--- src/rtl/slot_hp_pkg.sv ---
package slot_hp_pkg;
  localparam int REG_W = 16;

  // status / control bit positions
  localparam int ABP_B  = 0;
  localparam int PFD_B  = 1;
  localparam int MRL_B  = 2;
  localparam int PDC_B  = 3;
  localparam int CC_B   = 4;
  localparam int HPIE_B = 5;
  localparam int ILS_B  = 7;
  localparam int DLL_B  = 8;
  localparam int ILCK_B = 11;

  localparam logic [REG_W-1:0] DEFAULT_EVT_MASK =
    REG_W'((1 << ABP_B) | (1 << PFD_B) | (1 << MRL_B) |
           (1 << PDC_B) | (1 << CC_B)  | (1 << DLL_B));

  typedef struct packed {
    logic             ctrlLoad;
    logic [REG_W-1:0] ctrlData;
    logic [REG_W-1:0] clrMask;
    logic             ilockFlip;
    logic             ccSet;
  } dpStrobe_t;
endpackage

--- src/rtl/slot_hp_dp.sv ---
module slot_hp_dp
  import slot_hp_pkg::*;
#(
  parameter logic [REG_W-1:0] EVT_MASK = DEFAULT_EVT_MASK
) (
  input  logic             clk,
  input  logic             rstN,
  input  logic [REG_W-1:0] evtIn,
  input  dpStrobe_t        strobe,
  output logic             newSet,
  output logic [REG_W-1:0] ctrlQ,
  output logic [REG_W-1:0] staQ
);
  localparam logic [REG_W-1:0] CC_BIT  = REG_W'(1) << CC_B;
  localparam logic [REG_W-1:0] ILS_BIT = REG_W'(1) << ILS_B;

  logic [REG_W-1:0] evtHits;
  logic [REG_W-1:0] setBits;
  logic [REG_W-1:0] staNext;

  always_comb begin
    evtHits = evtIn & EVT_MASK;
    setBits = evtHits | (strobe.ccSet ? (CC_BIT & EVT_MASK) : '0);
    newSet  = |(setBits & ~staQ);
    // set has priority over a same-cycle clear
    staNext = (staQ & ~strobe.clrMask) | setBits;
    if (strobe.ilockFlip) staNext = staNext ^ ILS_BIT;
  end

  always_ff @(posedge clk or negedge rstN) begin
    if (!rstN) begin
      ctrlQ <= '0;
      staQ  <= '0;
    end else begin
      staQ <= staNext;
      if (strobe.ctrlLoad) ctrlQ <= strobe.ctrlData;
    end
  end

  assert_evt_set_R2: assert property (@(posedge clk) disable iff (!rstN)
    (|(evtIn & EVT_MASK)) |=> ((staQ & $past(evtIn & EVT_MASK)) == $past(evtIn & EVT_MASK)));

  assert_w1c_R7: assert property (@(posedge clk) disable iff (!rstN)
    (|(strobe.clrMask & ~setBits)) |=> ((staQ & $past(strobe.clrMask & ~setBits)) == '0));

  assert_ilock_flip_R8: assert property (@(posedge clk) disable iff (!rstN)
    strobe.ilockFlip |=> (staQ[ILS_B] != $past(staQ[ILS_B])));

  assert_ilock_not_stored_R8: assert property (@(posedge clk) disable iff (!rstN)
    strobe.ctrlLoad |=> !ctrlQ[ILCK_B]);
endmodule

--- src/rtl/slot_hp_ctl.sv ---
module slot_hp_ctl
  import slot_hp_pkg::*;
#(
  parameter logic [REG_W-1:0] EVT_MASK = DEFAULT_EVT_MASK
) (
  input  logic             clk,
  input  logic             rstN,
  input  logic             ctrlWrEn,
  input  logic [REG_W-1:0] ctrlWrData,
  input  logic             staWrEn,
  input  logic [REG_W-1:0] staWrData,
  input  logic             msiEnable,
  input  logic             newSet,
  input  logic [REG_W-1:0] slotCtrl,
  input  logic [REG_W-1:0] slotStatus,
  output dpStrobe_t        strobe,
  output logic             intxOut,
  output logic             msiReq
);
  localparam logic [REG_W-1:0] ILCK_BIT = REG_W'(1) << ILCK_B;

  logic evalReq;
  logic condReg;
  logic newCond;

  always_comb begin
    strobe.ctrlLoad  = ctrlWrEn;
    strobe.ctrlData  = ctrlWrData & ~ILCK_BIT;
    strobe.clrMask   = staWrEn ? (staWrData & EVT_MASK) : '0;
    strobe.ilockFlip = ctrlWrEn && ctrlWrData[ILCK_B];
    strobe.ccSet     = ctrlWrEn;
    newCond = slotCtrl[HPIE_B] && (|(slotCtrl & slotStatus & EVT_MASK));
  end

  always_ff @(posedge clk or negedge rstN) begin
    if (!rstN) begin
      evalReq <= 1'b0;
      condReg <= 1'b0;
      intxOut <= 1'b0;
      msiReq  <= 1'b0;
    end else begin
      evalReq <= ctrlWrEn || staWrEn || newSet;
      msiReq  <= 1'b0;
      if (evalReq && (newCond != condReg)) begin
        condReg <= newCond;
        if (!msiEnable) intxOut <= newCond;
        else            msiReq  <= newCond;
      end
    end
  end

  assert_msi_rise_R5: assert property (@(posedge clk) disable iff (!rstN)
    msiReq |-> (condReg && !$past(condReg) && $past(msiEnable)));

  assert_msi_single_R10: assert property (@(posedge clk) disable iff (!rstN)
    msiReq |=> !msiReq);

  assert_intx_level_R4: assert property (@(posedge clk) disable iff (!rstN)
    !$stable(intxOut) |-> ((intxOut == condReg) && !$past(msiEnable)));

  assert_eval_gate_R6: assert property (@(posedge clk) disable iff (!rstN)
    !$stable(condReg) |-> $past(evalReq));

  assert_cc_set_R9: assert property (@(posedge clk) disable iff (!rstN)
    ctrlWrEn |=> slotStatus[CC_B]);
endmodule

--- src/rtl/slot_hp_notifier.sv ---
module slot_hp_notifier
  import slot_hp_pkg::*;
#(
  parameter logic [REG_W-1:0] EVT_MASK = DEFAULT_EVT_MASK
) (
  input  logic             clk,
  input  logic             rstN,
  input  logic [REG_W-1:0] evtIn,
  input  logic             ctrlWrEn,
  input  logic [REG_W-1:0] ctrlWrData,
  input  logic             staWrEn,
  input  logic [REG_W-1:0] staWrData,
  input  logic             msiEnable,
  output logic             intxOut,
  output logic             msiReq,
  output logic [REG_W-1:0] slotCtrl,
  output logic [REG_W-1:0] slotStatus
);
  dpStrobe_t strobe;
  logic      newSet;

  slot_hp_ctl #(.EVT_MASK(EVT_MASK)) uCtl (
    .clk        (clk),
    .rstN       (rstN),
    .ctrlWrEn   (ctrlWrEn),
    .ctrlWrData (ctrlWrData),
    .staWrEn    (staWrEn),
    .staWrData  (staWrData),
    .msiEnable  (msiEnable),
    .newSet     (newSet),
    .slotCtrl   (slotCtrl),
    .slotStatus (slotStatus),
    .strobe     (strobe),
    .intxOut    (intxOut),
    .msiReq     (msiReq)
  );

  slot_hp_dp #(.EVT_MASK(EVT_MASK)) uDp (
    .clk    (clk),
    .rstN   (rstN),
    .evtIn  (evtIn),
    .strobe (strobe),
    .newSet (newSet),
    .ctrlQ  (slotCtrl),
    .staQ   (slotStatus)
  );
endmodule

--- config.mk ---
export PLATFORM = sky130hd
export DESIGN_NAME = slot_hp_notifier
export DESIGN_NICKNAME = d
export VERILOG_FILES = /design/src/rtl/slot_hp_pkg.sv /design/src/rtl/slot_hp_dp.sv /design/src/rtl/slot_hp_ctl.sv /design/src/rtl/slot_hp_notifier.sv
export SDC_FILE = /design/constraint.sdc
export NUM_CORES = 1
export LEC_CHECK = 0
export BUFFER_PORTS_ARGS = -buffer_cell sky130_fd_sc_hd__buf_4
export CAP_MARGIN = 20
export CORE_MARGIN = 2
export CORE_UTILIZATION = 39
export DETAILED_ROUTE_END_ITERATION = 8
export GPL_ROUTABILITY_DRIVEN = 0
export PLACE_DENSITY_LB_ADDON = 0.15
export SLEW_MARGIN = 20
export SYNTH_ARGS = -nofsm -noshare
export SYNTH_HDL_FRONTEND = slang
export SYNTH_SLANG_ARGS = --single-unit
--- constraint.sdc ---
create_clock -name clk -period 1.1 [get_ports clk]
set_input_delay 0.22 -clock clk [delete_from_list [all_inputs] [get_ports clk]]
set_output_delay 0.22 -clock clk [all_outputs]
set_load 0.05 [all_outputs]
Word-level counts from Yosys, hierarchy flattened
Index checks and enable logic that the tools add are counted.
- word-level logic and storage cells: 29
- memories: 0
- bits in writable memories: 0
- input port bits: 53
- output and inout port bits: 34
- register bits: 35
- bits in latches: 0
- bits in read-only memories: 0
- add/subtract/negate cells: 0
- reduce and logical (&&, ||, !) cells: 8
- multipliers: 0
- bitwise gates (word level): 9
- equal/unequal tests: 1
- order comparisons: 0
- div/mod/pow operators: 0
- multiplexer cells: 5
- shift operators: 0
- operator list (operator ; count):
    $and A16 B16 Y16 ; 2
    $not A16 Y16 ; 1
    $not A9 Y16 ; 1
    $or A16 B16 Y16 ; 1
    $or A9 B16 Y16 ; 1
    $reduce_or A16 Y1 ; 1
    $and A9 B9 Y9 ; 1
    $mux W9 ; 1
    $mux W8 ; 1
    $reduce_or A6 Y1 ; 1
    $mux W5 ; 1
    $logic_and A1 B1 Y1 ; 3
    $logic_or A1 B1 Y1 ; 2
    $mux W1 ; 2
    $not A1 Y1 ; 2
    $reduce_and A2 Y1 ; 1
    $ne A1 B1 Y1 ; 1

Logic depth before layout (Yosys ltp)
- depth after elaboration: 6
- gate-level depth with buffers: 4
- gate-level depth less buffers: 3

Modules after synthesis
Synthesis repeated with hierarchy kept, for this count alone.
- cell total of the unflattened synthesis: 133
- area total of the unflattened synthesis: 1680.4 um^2
- by module, submodules not included (module ; sequential area each (um^2) ; area each (um^2) ; times used ; cells an instance):
    slot_hp_dp ; 800.8 ; 1218.7 ; 1 ; 78
    slot_hp_ctl ; 100.1 ; 461.7 ; 1 ; 55

Worst setup path before layout
Ideal clock, no wire load.
- kind: register to register
- start: register uDp.staQ[2]
- end: register uCtl.evalReq
- data required time: 962 ps
- path buffers: 0
- slack: -156 ps
- clock period less this slack: 1256 ps
- stages on the path, launching flop included: 4
- data arrival time: 1119 ps
- setup time: 138 ps
- cell sequence: dfrtp_1 > inv_1 > a222oi_1 > nand4_1
- longest elaborated chain between the ends: 4
- ends and longest elaborated chain (what ; RTL line ; RTL):
    start: declaration ; slot_hp_dp.sv:12 ; output logic [REG_W-1:0] staQ
    start signal: assignment ; slot_hp_dp.sv:35 ; staQ <= staNext;
    $not A16 Y16 ; slot_hp_dp.sv:24 ; newSet = |(setBits & ~staQ);
    $and A16 B16 Y16 ; slot_hp_dp.sv:24 ;
    $reduce_or A16 Y1 ; slot_hp_dp.sv:24 ;
    $logic_or A1 B1 Y1 ; slot_hp_ctl.sv:42 ; evalReq <= ctrlWrEn || staWrEn || newSet;
    end signal: assignment ; slot_hp_ctl.sv:42 ;
    end: declaration ; slot_hp_ctl.sv:22 ; logic evalReq;
Every way passes these cells.
A chain may end at the register's enable or synchronous reset.

Final worst setup path
- start: register uDp.staQ[3]
- end: output port slotStatus[3]
- RTL lines (what ; RTL line ; RTL):
    end: declaration ; slot_hp_notifier.sv:17 ; output logic [REG_W-1:0] slotStatus
No word-level cell between the ends.

==> summary.md <==
| Metric | Value |
|---|---|
| Simple-Gate Fraction of Synth Area | 7.89% |
| Area occupied by multi-input gates | 445 µm² |
| # rows | 19 |
| Post-Synth Adder-Cell Area | 0% |
| FF+latch area | 666 µm² |
| CP required | 880 ps |
| R2R Setup Slk | -10 ps |
| Syn Area/Cell | 12.9 µm² |
| Starting DRT DRC Count | 24 |
| Grt met1 use | 18.3% |
| Area growth, synth to finish | 56.1% |
| Final Cycle Share | 111% |
| TritonCTS Sinks | 26 |
| Met2 global-route usage | 28.3% |
| Setup WS pre-CTS | 13.8 ps |
| Failing checks | DRC, setup timing |
| Hold Crit Start | evtIn[3] |
| CTS Root Cell | clkbuf_4 |
| Placed Area | 0.00158 mm² |
| Clock share of power | 15.1% |
| Fin cells | 194 |
| Initial DRT Pass Iterations | 6 |
| Vias | 942 |
| GRT Max-Usage Layer | met2 |
| Post-synth top area share | 55.4% |
| Post-route ant nets | 0 |
| Critical path class | reg -> out |
| CTS tree | yes |
| Logic gate share of total power | 41.3% |
| TritonCTS buffer count | 3 |
| Clk slew on worst S/H paths | 130 ps |
| RR Startpoint | uDp.staQ[8]$_DFF_PN0_ |
| Share of cells above drive strength 1 | 64.4% |
| DRC Markers | 6 |
| Crit path cell chain | buf_6, buf_8 |
| Fin. Hold Viols | 0 |
| Status | finished, violations left |
| GRT met3 Usage | 5.05% |
| Max-cap violations | 0 |
| Setup Skew | 9.46 ps |
| Arr. time, crit path | 1010 ps |
| Worst hold-check path type | in -> reg |
| Multiplexer share of the synthesized area | 16.6% |
| #FFs+latches synth | 26 |
| Distinct cells, synth | 23 |
| Initial Util | 41.8% |
| Worst Reg-to-Reg Cells | 4 |
| Routed WL | 2560 µm |
| End point of the worst hold path | uDp.staQ[3]$_DFF_PN0_ |
| P_int | 1.69 mW |
| Synth top area cells | dfrtp_1 55%, mux2_4 9.0%, mux2_2 7.7% |
| Number of fill cells in the layout | 223 |
| Lkg Pwr | 0.902 nW |
| CTS max path bufs | 2 |
| Ys Warns | 0 |
| Clock Latency Late Sink | 310 ps |
| CP max-delay cell | dfrtp_2 |
| CP peak stage delay | 430 ps |
| Peak VDD IR | 1.06 mV |
| # IOs | 87 |
| Most frequent cell after synthesis | dfrtp_1 |
| Synth Area in Compound Gates | 8.64% |
| Register share of total power | 43.6% |
| Setup repair after global routing missed its margin | true |
| First-pass GRT wire length | 4110 µm |
| Fmax | 816 MHz |
| I/O Buffers | 56 |
| Dpl cells | 176 |
| Reg2reg end | uCtl.condReg$_DFFE_PN0P_ |
| Initial antenna violation count | 0 |
| CP startpoint kind | register |
| Pwr dens | 1450 mW/mm² |
| Hold Crit Depth | 2 |
| Sw frac | 36.5% |
| Antenna diode count | 0 |
| Main combinational cell family by area after synthesis | multiplexers |
| GRT Total Usage | 15.9% |
| Setup ws final | -126 ps |
| Share of the synthesized netlist area taken by xor and xnor gates | 0.746% |
| Number of global-route vias before repair | 931 |
| CP Capture Type | output port |
| Post-synth top cells | 26 x dfrtp_1, 10 x buf_4, 9 x nand2_1 |
| Min Tclk post-route | 1230 ps |
| Die width | 58.9 µm |
| H-tree levels | 1 |
| Via-to-Cell Ratio | 4.86 |
| Max FO, Critical Path | 2 |
| Finished layout cell area | 0.00183 mm² |
| Largest net degree at the start of global routing | 27 |
| Number of synthesized flops with an enable pin | 0 |
| Synthesized cell area | 0.00117 mm² |
| Layout Utilization | 65.3% |
| Post-synthesis sequential area ratio | 55.4% |
| Setup TNS | -606 ps |
| Total global routing overflow | 0 |
| Avg WL per Cell | 13.2 µm |
| Ys flop type | dfrtp_1 |
| NetSw | 0.971 mW |
| Synth Instances | 91 |
| Yosys top cell by area | dfrtp_1 |
| Fin nets | 217 |
| FFs w/ async S/R, synth | 100% |
| Core area | 0.00281 mm² |
| Die area | 0.00346 mm² |
| Die height | 58.9 µm |
| Final Max Tran Viols | 0 |
| Setup violators final | 19 |
==> cells in the final DEF (no fill, tap or decap), types with 3 or more instances in the layout <==
| cell type | Yosys | final |
|---|---|---|
| buf_4 | 10 | 43 |
| clkbuf_4 | 0 | 3 |
| conb_1 | 1 | 10 |
| mux2_4 | 7 | 7 |
| nand2_1 | 9 | 9 |
| dfrtp_2 | 0 | 12 |
| inv_1 | 4 | 3 |
| dfrtp_1 | 26 | 14 |
| buf_6 | 1 | 26 |
| mux2_2 | 8 | 8 |
| a21o_1 | 5 | 5 |
==> metrics by stage <==
stage / total power, mW / hold WS, ps
finish: 2.66 / 75.9
detailed placement: 2.08 / 150
global route: 2.79 / 56.0
CTS: 2.66 / 57.2
floorplan: 1.79 / -75.6
global placement: 2.06 / 145
==> routing by layer <==
metal  part of all wire [%]  routed length, µm
met2                     52               1340
met1                     38                978
met3                    8.2                211
met4                    1.3                 32
met5                      0                  0
==> kinds of logic after synthesis <==
family                 count (synthesis)
AND/OR/NAND/NOR                       18
flip-flops                            26
AO/OA/AOI/OAI                         14
multiplexers                          15
XOR/XNOR                               1
buffers and inverters                 16
other                                  1
==> power groups by stage <==
stage	Combinational (mW)	Clock [mW]	Sequential (mW)
after floorplan	0.275	0	1.52
after global placement	0.894	0	1.16
after detailed placement	0.904	0	1.17
after CTS	1.07	0.435	1.16
after global routing	1.15	0.464	1.18
final	1.10	0.401	1.16
==> worst max-delay path: cells and delay by family (launching register included) <==
| family | cells | cell delay, ps |
|---|---|---|
| buf+inv | 2 | 260 |
| flops | 1 | 430 |
==> sequential cells by signal, summed over array words and instances, names as in the netlist <==
signal,flops
uCtl.condReg,1
uCtl.msiReq,1
uCtl.evalReq,1
uDp.staQ,7
uCtl.intxOut,1
uDp.ctrlQ,15
==> area by class of cell <==
class                   instances  area share, %
well taps                      31           2.12
clock buffers                   4           1.43
repair buffers                 71           35.0
multi-input cells              58           24.3
inverters                       4          0.820
flip-flops and latches         26           36.3
==> worst max-delay path by stage <==
| stage | start | to | slack, ps | depth (start not counted) |
|---|---|---|---|---|
| final | uDp.staQ[3]$_DFF_PN0_ | slotStatus[3] | -130 | 2 |
| after global routing | uDp.staQ[3]$_DFF_PN0_ | slotStatus[3] | -170 | 2 |
| after CTS | uDp.staQ[3]$_DFF_PN0_ | slotStatus[3] | -150 | 2 |
| after detailed placement | uDp.staQ[0]$_DFF_PN0_ | uCtl.intxOut$_DFFE_PN0P_ | 10 | 3 |
| after global placement | uDp.ctrlQ[0]$_DFFE_PN0P_ | uCtl.intxOut$_DFFE_PN0P_ | 40 | 3 |
| after floorplan | uDp.staQ[2]$_DFF_PN0_ | uCtl.evalReq$_DFF_PN0_ | -20 | 3 |
==> timing repair <==
| item | 4_1_cts | 5_1_grt |
|---|---|---|
| gates resized for setup | 29 | 3 |
| pin swaps | 4 | 1 |
| hold buffers | 1 | 0 |
| hold endpoints to repair | 26 | 0 |
| endpoints found under the setup margin | 25 | 28 |
| setup buffers | 9 | 4 |
No activity file was read; power rests on OpenSTA's default activity.
